**src/rtl/hsk_mux2.sv**
```systemverilog
module hsk_mux2 #(
  parameter int W = 8
) (
  input  logic         clk,
  input  logic         rst_n,
  input  logic         a_req,
  output logic         a_ack,
  input  logic [W-1:0] a_data,
  input  logic         b_req,
  output logic         b_ack,
  input  logic [W-1:0] b_data,
  output logic         c_req,
  input  logic         c_ack,
  output logic [W-1:0] c_data,
  output logic         overlap_err
);

  typedef enum logic [1:0] {S_IDLE, S_LOAD, S_REQ, S_REL} st_t;

  st_t         st;
  logic        sel_b;
  logic [W-1:0] hold;
  logic        both_q;
  logic        err_q;

  wire both    = a_req & b_req;
  wire sel_req = sel_b ? b_req : a_req;
  wire active  = (st != S_IDLE);

  always_ff @(posedge clk) begin
    if (!rst_n) begin
      st     <= S_IDLE;
      sel_b  <= 1'b0;
      hold   <= '0;
      both_q <= 1'b0;
      err_q  <= 1'b0;
    end else begin
      both_q <= both;
      err_q  <= both & ~both_q;
      case (st)
        S_IDLE:
          if (a_req ^ b_req) begin
            sel_b <= b_req;
            hold  <= b_req ? b_data : a_data;
            st    <= S_LOAD;
          end
        S_LOAD: st <= S_REQ;
        S_REQ:
          if (c_ack && !sel_req) st <= S_REL;
        S_REL:
          if (!c_ack) begin
            hold <= '0;
            st   <= S_IDLE;
          end
        default: st <= S_IDLE;
      endcase
    end
  end

  assign c_req       = (st == S_REQ);
  assign c_data      = hold;
  assign a_ack       = active & ~sel_b & c_ack;
  assign b_ack       = active &  sel_b & c_ack;
  assign overlap_err = err_q;

endmodule


```
**config.mk**
```make
export PLATFORM = sky130hd
export DESIGN_NAME = hsk_mux2
export DESIGN_NICKNAME = d
export VERILOG_FILES = /design/src/rtl/hsk_mux2.sv
export SDC_FILE = /design/constraint.sdc
export NUM_CORES = 1
export LEC_CHECK = 0
export BUFFER_PORTS_ARGS = -buffer_cell sky130_fd_sc_hd__buf_2
export CAP_MARGIN = 40
export CORE_MARGIN = 1
export CORE_UTILIZATION = 49
export CTS_CLUSTER_DIAMETER = 60
export DETAILED_ROUTE_END_ITERATION = 10
export PLACE_DENSITY = 0.82
export RECOVER_POWER = 25
export SKIP_LAST_GASP = 1
export SYNTH_ARGS = -nofsm -noshare
export SYNTH_HDL_FRONTEND = slang
export SYNTH_SLANG_ARGS = --single-unit
```
**constraint.sdc**
```tcl
create_clock -name clk -period 5 [get_ports clk]
set_input_delay 0.75 -clock clk [delete_from_list [all_inputs] [get_ports clk]]
set_output_delay 0.75 -clock clk [all_outputs]
set_load 0.005 [all_outputs]
```
# == Word level (Yosys, flattened, before mapping) ==
# Cells that the tools add are included.
# W data, S select, Z words.
# totals
wordCells,37
input_bits,21
regBits,13
# classes
n_mux,9
bitwise,9
n_reduce_logical,8
eq_ne,6
# ops
cell,count
$mux W8,3
$pmux W8 S2,1
$pmux W2 S4,1
$and A1 B1 Y1,6
$mux W2,3
$reduce_and A3 Y1,2
$eq A2 B2 Y1 const B,2
$ne A2 B2 Y1 const B,2
$reduce_bool A2 Y1,2
$eq A2 B1 Y1 const B,1
$logic_not A2 Y1,1
$ne A2 B1 Y1 const B,1
$not A1 Y1,2
$reduce_and A2 Y1,1
$logic_and A1 B1 Y1,1
$logic_not A1 Y1,1
$mux W1,1
$xor A1 B1 Y1,1

# == Logic depth before layout (Yosys ltp) ==
# Gate-level depths: netlist (run 1).
# logic_depth
ltp_word,5
depth_mapped,6
depth_no_buf,5

# == Least setup slack after synthesis (run 1) ==
# No wires, ideal clock.
# synth_path
kind,input -> register
start,in a_req
end,"reg hold[5], in the netlist c_data[5]"
slack_ns,3.103
t_required_ns,4.924
arrival_ns,1.822
path_stages,5
path_cell_list,ha_1 mux2i_1 buf_2 or3_1 a21boi_0
# synth_between
elab_chain_cells,3
# synth_rtl
element,line_no,text
start: declaration,6,"input logic a_req,"
$xor A1 B1 Y1,42,if (a_req ^ b_req) begin
$ne A2 B2 Y1 (no line),--,
$reduce_and A3 Y1 (no line),--,
end signal: assignment,44,hold <= b_req ? b_data : a_data;
end: declaration,22,logic [W-1:0] hold;
# No other way between the ends.
# A chain may end at the register's enable or synchronous reset.

# == Final worst setup path (run 1) ==
# layout_path
start,in b_req
end,"reg hold[1], in the netlist c_data[1]"
# layout_between
elab_chain_cells,3
word_cells_on_any_way,6
classes_between,1 x eq/ne; 3 x mux; 1 x bitwise; 1 x reduce/logical
# layout_rtl
element,line_no,text
start: declaration,9,"input logic b_req,"
$mux W8 or $xor A1 B1 Y1 (tied branches),"44, 42",
$mux W8 or $ne A2 B2 Y1 (tied branches),--,
$pmux W8 S2 or $reduce_and A3 Y1 (tied branches),--,
# Several ways; a longest one is shown, not always the timed one. The select of a mux whose other input is x is not followed.

==> results of run 1 <==
[placed cells by master, fill, tap and decap left out]
| cell type | synthesis | final |
|---|---|---|
| ha_1 | 6 | 6 |
| clkbuf_4 | 0 | 3 |
| o211a_1 | 1 | 1 |
| nor3b_1 | 1 | 1 |
| nand3_1 | 1 | 1 |
| a2111oi_4 | 1 | 1 |
| dfxtp_1 | 13 | 13 |
| a21boi_0 | 9 | 9 |
| o21ai_0 | 8 | 8 |
| mux2_4 | 1 | 1 |
| clkbuf_1 | 1 | 3 |
| nor2b_1 | 3 | 3 |
| buf_2 | 2 | 30 |
| and3b_1 | 1 | 1 |
| or4_1 | 1 | 1 |
| or3_1 | 8 | 8 |
| and2_0 | 0 | 1 |
| mux2i_1 | 10 | 10 |
| and2_1 | 2 | 1 |
| inv_1 | 2 | 2 |
| nand2_1 | 4 | 4 |
[synth_stat cells]
cell	n
mux2_4	1
or4_1	1
nand3_1	1
clkbuf_1	1
buf_6	1
a2111oi_4	1
nand2_1	4
mux2i_1	10
a21boi_0	9
or3_1	8
dfxtp_1	13
o211a_1	1
buf_2	2
and3b_1	1
nor2b_1	3
nor3b_1	1
o21ai_0	8
inv_1	2
and2_1	2
ha_1	6
[layer usage]
| layer | global-route usage [%] | up-vias | wire, um |
|---|---|---|---|
| met1 | 21.8 | 307 | 646 |
| met5 | 0 | - | 0 |
| met2 | 34.4 | 19 | 737 |
| li1 | - | 336 | - |
| met4 | 4.84 | 0 | 8 |
| met3 | 9.78 | 2 | 75 |
[worst max-delay path by stage]
stage | end | slack (ns) | depth (start not counted)
2_1_floorplan | c_data[5]$_SDFFE_PN0P_ | 3.10 | 5
3_3_place_gp | c_data[1]$_SDFFE_PN0P_ | 2.57 | 5
3_5_place_dp | c_data[2]$_SDFFE_PN0P_ | 2.47 | 5
4_1_cts | c_data[2]$_SDFFE_PN0P_ | 2.78 | 5
5_1_grt | c_data[6]$_SDFFE_PN0P_ | 2.17 | 5
6_report | c_data[1]$_SDFFE_PN0P_ | 2.43 | 5
[final cells by class]
type	instances	area, um^2
Clock buffer	4	26.3
Tap cell	15	18.8
Inverter	2	7.51
Sequential cell	13	260
Fill cell	112	435
Multi-Input combinational cell	57	460
Timing Repair Buffer	32	158
[worst max-delay path: stages]
cell and delay (ns):
clkbuf_1 0.53, ha_1 0.40, mux2i_1 0.75, o21ai_0 0.15, a21boi_0 0.19
[metrics by stage]
| stage | instances | total power (uW) | setup WS (ns) | area [um^2] | utilization (%) |
|---|---|---|---|---|---|
| after global routing | 123 | 367 | 2.17 | 931 | 68.1 |
| final | 123 | 337 | 2.43 | 931 | 68.1 |
| after global placement | 119 | 274 | 2.57 | 907 | 66.4 |
| after CTS | 123 | 342 | 2.78 | 933 | 68.3 |
| after floorplan | 76 | 237 | 3.10 | 753 | - |
| after detailed placement | 119 | 277 | 2.47 | 907 | 66.4 |
[sequential cells by signal, indices dropped and copies added, names as in the netlist]
signal	count
both_q	1
c_data	8
overlap_err	1
sel_b	1
st	2
[cell families after synthesis]
logic type | synth area share (%)
buffers and inverters | 4.32
adder cells (fa/ha/maj) | 9.97
AND/OR/NAND/NOR | 16.6
AO/OA/AOI/OAI | 19.3
multiplexers | 15.3
flip-flops | 34.6
[where the power goes]
group | switching (uW) | total [uW] | internal (uW)
logic | 65.2 | 134 | 68.4
registers | 13.8 | 140 | 127
clock network | 32.2 | 63.1 | 30.9
==> reports/qor.yml, run 1 <==
maxSlewViolCount: 0
power_density_mw_per_mm2: 362
grt_pass1_wl_um: 2150
avgSynthCellArea_um2: 9.91
setup_tns_ns: 0
hold_viol: 0
grt_usage_pct: 20.0
area_growth_pct: 23.6
yosysWarnings: 0
peakVddDrop_uv: 240
status: "complete, no violations"
ys_types: 20
fmax_mhz: 388
worstMarginPinSlew_ns: 0.924
min_path_type: "register to register"
slew_headroom_pct: 36.6
critPathArrivalTime_ns: 2.77
cts_setup_buffers: 0
ys_top_cells_by_area: "dfxtp_1 (35%), mux2i_1 (13%), ha_1 (10%), a21boi_0 (9.0%), or3_1 (6.6%)"
initial_core_util_pct: 55.1
worstSetupPathType: "input pin to register"
yosysTopAreaCell: "dfxtp_1"
htreeDepth: 1
numPortBuffers: 32
hpwl_um: 1090
maxCapViolCount: 0
pin_count: 33
cts.sinks: 13
dr.pass1.iters: 4
grt_overflow: 0
cts_tree: "built"
synthDominantCellAreaShare_pct: 34.6
startpoint_type: "input pin"
critical_path.max_fanout: 16
yosysSeqAreaShare_pct: 34.6
wire_per_inst_um: 11.9
min_to: "overlap_err$_SDFF_PN0_"
worst_setup_path_end_kind: "register"
synth_area_um2: 753
post-route-period-util_pct: 51.5
gp_congestion: 0.713
dieArea_mm2: 0.00170
grt_antenna_before_repair: 0
r2r_setup_slack_ns: 3.15
root_buffer: "clkbuf_4"
cts_hold_buffers: 0
final.min_clock_period_ns: 2.57
syn_inst: 76
min-delay-start: "both_q$_SDFF_PN0_"
hold_ws_ns: 0.388
die_x_um: 41.2
die_h_um: 41.2
ant_nets: 0
p_leak_uw: 0.000461
drc_errors: 0
clk_latency_ns: 0.27
cts_buffers: 3
coreArea_mm2: 0.00137
crit_required_ns: 5.20
worstHoldPathCells: 1
rows: 13
vias: 664
r2r-end: "c_data[1]$_SDFFE_PN0P_"
grt_max_degree: 17
cts.repair.resized: 0
viasPerCell: 5.40
crit_path_start: "b_req"
r2r_start: "st[0]$_SDFFE_PN0P_"
initialDrtViolationCount: 5
ys_ff_latch: 13
grt_pass1_vias: 540
totalWireLength_um: 1470
syn_nets: 103
r2r_cells: 5
clkTransAtPathRegs_ns: 0.07
antennaDiodeCount: 0
rsz0062_at_grt: "false"
finClkSkew_ns: 0.00129
drive_gt1_share_pct: 32.4
report.final.setup_viol: 0
fin_nets: 136
clockBufferDepth: 2
No activity file was read; power rests on OpenSTA's default activity.
==> inputs of run 2 (changes only) <==
--- a/config.mk
+++ b/config.mk
@@ -8,10 +8,10 @@
 export BUFFER_PORTS_ARGS = -buffer_cell sky130_fd_sc_hd__buf_2
 export CAP_MARGIN = 40
 export CORE_MARGIN = 1
-export CORE_UTILIZATION = 49
+export CORE_UTILIZATION = 41
 export CTS_CLUSTER_DIAMETER = 60
 export DETAILED_ROUTE_END_ITERATION = 10
-export PLACE_DENSITY = 0.82
+export PLACE_DENSITY = 0.74
 export RECOVER_POWER = 25
 export SKIP_LAST_GASP = 1
 export SYNTH_ARGS = -nofsm -noshare
==> constraint.sdc (replaced) <==
create_clock -name clk -period 2.1 [get_ports clk]
set_input_delay 0.315 -clock clk [delete_from_list [all_inputs] [get_ports clk]]
set_output_delay 0.315 -clock clk [all_outputs]
set_load 0.005 [all_outputs]
==> reports/qor.yml, run 2 (synthesis results as in run 1) <==
status: "complete, no violations"
fin_nets: 137
layout_common_cells: "buf_2 (30), dfxtp_1 (13), mux2i_1 (10)"
post-route-period-util_pct: 82.7
htreeDepth: 1
maxSlewViolCount: 0
cp.depth: 6
wire_per_inst_um: 12.0
drc_errors: 0
slew_headroom_pct: 52.2
cts.sinks: 13
numPortBuffers: 32
clockBufferDepth: 2
slowest_stage: "clkbuf_1"
final.min_clock_period_ns: 1.74
grt_antenna_before_repair: 0
rows: 15
clk_latency_ns: 0.28
cts.repair.resized: 0
critPathArrivalTime_ns: 1.94
drive_gt1_share_pct: 33.0
finClkSkew_ns: 0.00417
totalWireLength_um: 1610
dr.pass1.iters: 4
cts_setup_buffers: 0
startpoint_type: "input pin"
p_leak_uw: 0.000466
antennaDiodeCount: 0
vias: 677
die_h_um: 44.9
path_cells: "clkbuf_1, ha_1, mux2i_1, buf_4, or3_1, a21boi_0"
ant_nets: 0
crit_required_ns: 2.30
initial_core_util_pct: 43.6
maxCapViolCount: 0
worstMarginPinSlew_ns: 0.717
clkTransAtPathRegs_ns: 0.08
grt_pass1_vias: 618
worstHoldPathCells: 2
power_density_mw_per_mm2: 874
hpwl_um: 1190
setup_tns_ns: 0
report.final.setup_viol: 0
hold_viol: 0
worstSetupPathType: "input pin to register"
worst_setup_path_end_kind: "register"
cts_buffers: 3
peakVddDrop_uv: 358
largest_register_ffs: 8
pre_cts_ws_ns: 0.298
cp_top_family: "buffers and inverters"
root_buffer: "clkbuf_4"
grt_pass1_wl_um: 2530
setup_ws_ns: 0.364
fmax_mhz: 576
initialDrtViolationCount: 1
r2r_setup_slack_ns: 0.37
layout.cells.most_common: "buf_2"
max_stage_delay_ns: 0.53
pin_count: 33
r2r_cells: 4
area_growth_pct: 26.2
min_path_type: "input pin to register"
coreArea_mm2: 0.00173
grt_max_degree: 17
rsz0062_at_grt: "false"
critical_path.max_fanout: 16
critPathBufInv: 2
viasPerCell: 5.05
grt_overflow: 0
cts_tree: "built"
grt_usage_pct: 17.9
cts_hold_buffers: 0
gp_congestion: 0.674
die_x_um: 44.9
dieArea_mm2: 0.00201
-- run 2: cell count changes in the layout (fill, tap and decap cells not counted), sizes merged --
| cell | previous run | this run |
|---|---|---|
| buf | 30 | 31 |
-- run 2: area by class of cell --
class                   count  area (um^2)
clock buffers               4         26.3
fillers                   172          776
inverters                   2         7.51
multi-input cells          57          460
flip-flops and latches     13          260
well taps                  25         31.3
repair buffers             33          165
-- run 2: path summary, 6_finish.rpt --
path,endpoint,startpoint
hold / removal,st[0]$_SDFFE_PN0P_,rst_n
setup reg to reg,st[0]$_SDFFE_PN0P_,st[1]$_SDFFE_PN0P_
setup / recovery,c_data[7]$_SDFFE_PN0P_,b_req
hold reg to reg,overlap_err$_SDFF_PN0_,both_q$_SDFF_PN0_
-- run 2: worst register-to-register path, stage by stage, from the launching register on --
cell,delay [ns]
dfxtp_1,0.36
ha_1,0.31
and2_1,0.30
or4_1,0.52
o211a_1,0.14
-- run 2: through the flow --
stage / total power [uW] / hold slack [ns] / cell area (um^2) / instances / utilization (%)
after global routing: 894 / 0.386 / 951 / 134 / 55.1
after detailed placement: 680 / 0.383 / 927 / 130 / 53.7
after floorplan: 563 / 0.367 / 753 / 76 / -
final: 831 / 0.382 / 951 / 134 / 55.1
after CTS: 838 / 0.377 / 953 / 134 / 55.2
after global placement: 663 / 0.375 / 927 / 130 / 53.7
-- run 2: per-layer routing --
metal	GRT usage [%]	vias to the layer above	wire [um]	part of all wire, %
met2	30.0	25	780	49
met4	10.9	0	38	2.4
met1	21.8	310	723	45
met5	0	-	0	0
met3	2.40	5	66	4.1
li1	-	337	-	-
-- run 2: where the power goes --
part | switching [uW] | internal [uW]
registers | 37.3 | 301
clock network | 83.4 | 73.7
logic | 163 | 173
==> inputs of run 3 (changes only) <==
--- a/config.mk
+++ b/config.mk
@@ -8,10 +8,10 @@
 export BUFFER_PORTS_ARGS = -buffer_cell sky130_fd_sc_hd__buf_2
 export CAP_MARGIN = 40
 export CORE_MARGIN = 1
-export CORE_UTILIZATION = 41
+export CORE_UTILIZATION = 45
 export CTS_CLUSTER_DIAMETER = 60
 export DETAILED_ROUTE_END_ITERATION = 10
-export PLACE_DENSITY = 0.74
+export PLACE_DENSITY = 0.77
 export RECOVER_POWER = 25
 export SKIP_LAST_GASP = 1
 export SYNTH_ARGS = -nofsm -noshare
==> constraint.sdc (replaced) <==
create_clock -name clk -period 1.75 [get_ports clk]
set_input_delay 0.2625 -clock clk [delete_from_list [all_inputs] [get_ports clk]]
set_output_delay 0.2625 -clock clk [all_outputs]
set_load 0.005 [all_outputs]
==> reports/qor.yml, run 3 (synthesis results as in run 1) <==
crit_path_start: "st[0]$_SDFFE_PN0P_"
htreeDepth: 1
r2r-end: "c_data[4]$_SDFFE_PN0P_"
dr.pass1.iters: 4
hold_ws_ns: 0.313
numPortBuffers: 32
grt_overflow: 0
finClkSkew_ns: 0.00130
r2r_start: "st[0]$_SDFFE_PN0P_"
worstSetupPathType: "register to register"
grt_antenna_before_repair: 0
final.min_clock_period_ns: 1.61
pin_count: 33
layout.cells.most_common: "buf_2"
root_buffer: "clkbuf_4"
startpoint_type: "register"
post-route-period-util_pct: 91.8
coreArea_mm2: 0.00154
critical_path.max_fanout: 16
cts_setup_buffers: 0
fin_nets: 140
die_h_um: 42.9
cts.sinks: 13
viasPerCell: 5.21
setup_ws_ns: 0.144
grt_pass1_vias: 656
rows: 14
pre_cts_ws_ns: 0.136
hpwl_um: 1210
initialDrtViolationCount: 18
drive_gt1_share_pct: 34.8
max_stage_delay_ns: 0.38
clockBufferDepth: 2
grt_max_degree: 17
initial_core_util_pct: 48.9
area_growth_pct: 27.7
wire_per_inst_um: 11.9
status: "complete, no violations"
slowest_stage: "dfxtp_1"
vias: 667
r2r_cells: 6
r2r_setup_slack_ns: 0.14
fillers: 143
cts_buffers: 3
report.final.setup_viol: 0
min_path_type: "input pin to register"
drc_errors: 0
die_x_um: 42.9
antennaDiodeCount: 0
ant_nets: 0
power_density_mw_per_mm2: 1040
dieArea_mm2: 0.00184
grt_pass1_wl_um: 2660
final_area_um2: 962
fmax_mhz: 623
maxCapViolCount: 0
grt_usage_pct: 19.0
peakVddDrop_uv: 525
clkTransAtPathRegs_ns: 0.08
critical_path.endpoint: "c_data[4]$_SDFFE_PN0P_"
min-delay-start: "rst_n"
slew_headroom_pct: 78.4
layout_common_cells: "buf_2 (30), dfxtp_1 (13), mux2i_1 (10)"
largest_register_ffs: 8
totalWireLength_um: 1520
p_leak_uw: 0.000482
maxSlewViolCount: 0
gp_congestion: 0.728
crit_required_ns: 1.96
worstMarginPinSlew_ns: 0.324
setup_tns_ns: 0
path_cells: "inv_1, ha_1, mux2i_1, buf_4, or3_1, a21boi_0"
hold_viol: 0
critPathArrivalTime_ns: 1.81
clk_latency_ns: 0.28
place_area_um2: 938
rsz0062_at_grt: "false"
worst_setup_path_end_kind: "register"
cts_tree: "built"
run 3: per-layer routing:
layer | up-vias | track usage [%] | wire length [um]
met4 | 0 | 7.50 | 17
met3 | 2 | 4.26 | 63
met1 | 308 | 22.7 | 694
met5 | - | 0 | 0
met2 | 14 | 32.4 | 741
li1 | 343 | - | -
run 3: cell type report:
cell class / count / area (um^2) / area share, %
Timing Repair Buffer: 36 / 188 / 19.5
Clock buffer: 4 / 26.3 / 2.73
Inverter: 2 / 7.51 / 0.780
Sequential cell: 13 / 260 / 27.0
Multi-Input combinational cell: 57 / 460 / 47.9
Tap cell: 16 / 20.0 / 2.08
run 3: how the worst min path moves through the flow:
stage,end,slack [ns],cells after the start
5_1_grt,st[0]$_SDFFE_PN0P_,0.33,2
3_3_place_gp,overlap_err$_SDFF_PN0_,0.38,1
2_1_floorplan,overlap_err$_SDFF_PN0_,0.37,1
3_5_place_dp,overlap_err$_SDFF_PN0_,0.38,1
6_report,st[0]$_SDFFE_PN0P_,0.31,2
4_1_cts,st[0]$_SDFFE_PN0P_,0.31,2
run 3: worst max-delay path, delay by kind of cell (launching register included):
family,cells,cell delay (ns)
compound gates,1,0.18
simple gates,1,0.34
buf+inv,2,0.27
flops,1,0.38
mux,1,0.12
fa+ha+maj,1,0.23
run 3: report_power, final:
part / switching (uW) / total [uW] / internal [uW]
Combinational: 194 / 406 / 212
Sequential: 39.8 / 401 / 362
Clock: 107 / 195 / 88.6
run 3: timing repair:
action | in CTS | in global routing
endpoints found under the setup margin | 0 | 1
hold buffers | 0 | 0
gates resized for setup | 0 | 1
run 3: per-stage QoR:
step / utilization (%) / cells / total power, uW
floorplan: - / 76 / 676
global placement: 60.9 / 124 / 805
detailed placement: 60.9 / 124 / 817
CTS: 62.6 / 128 / 1010
global route: 62.4 / 128 / 1070
finish: 62.4 / 128 / 1000
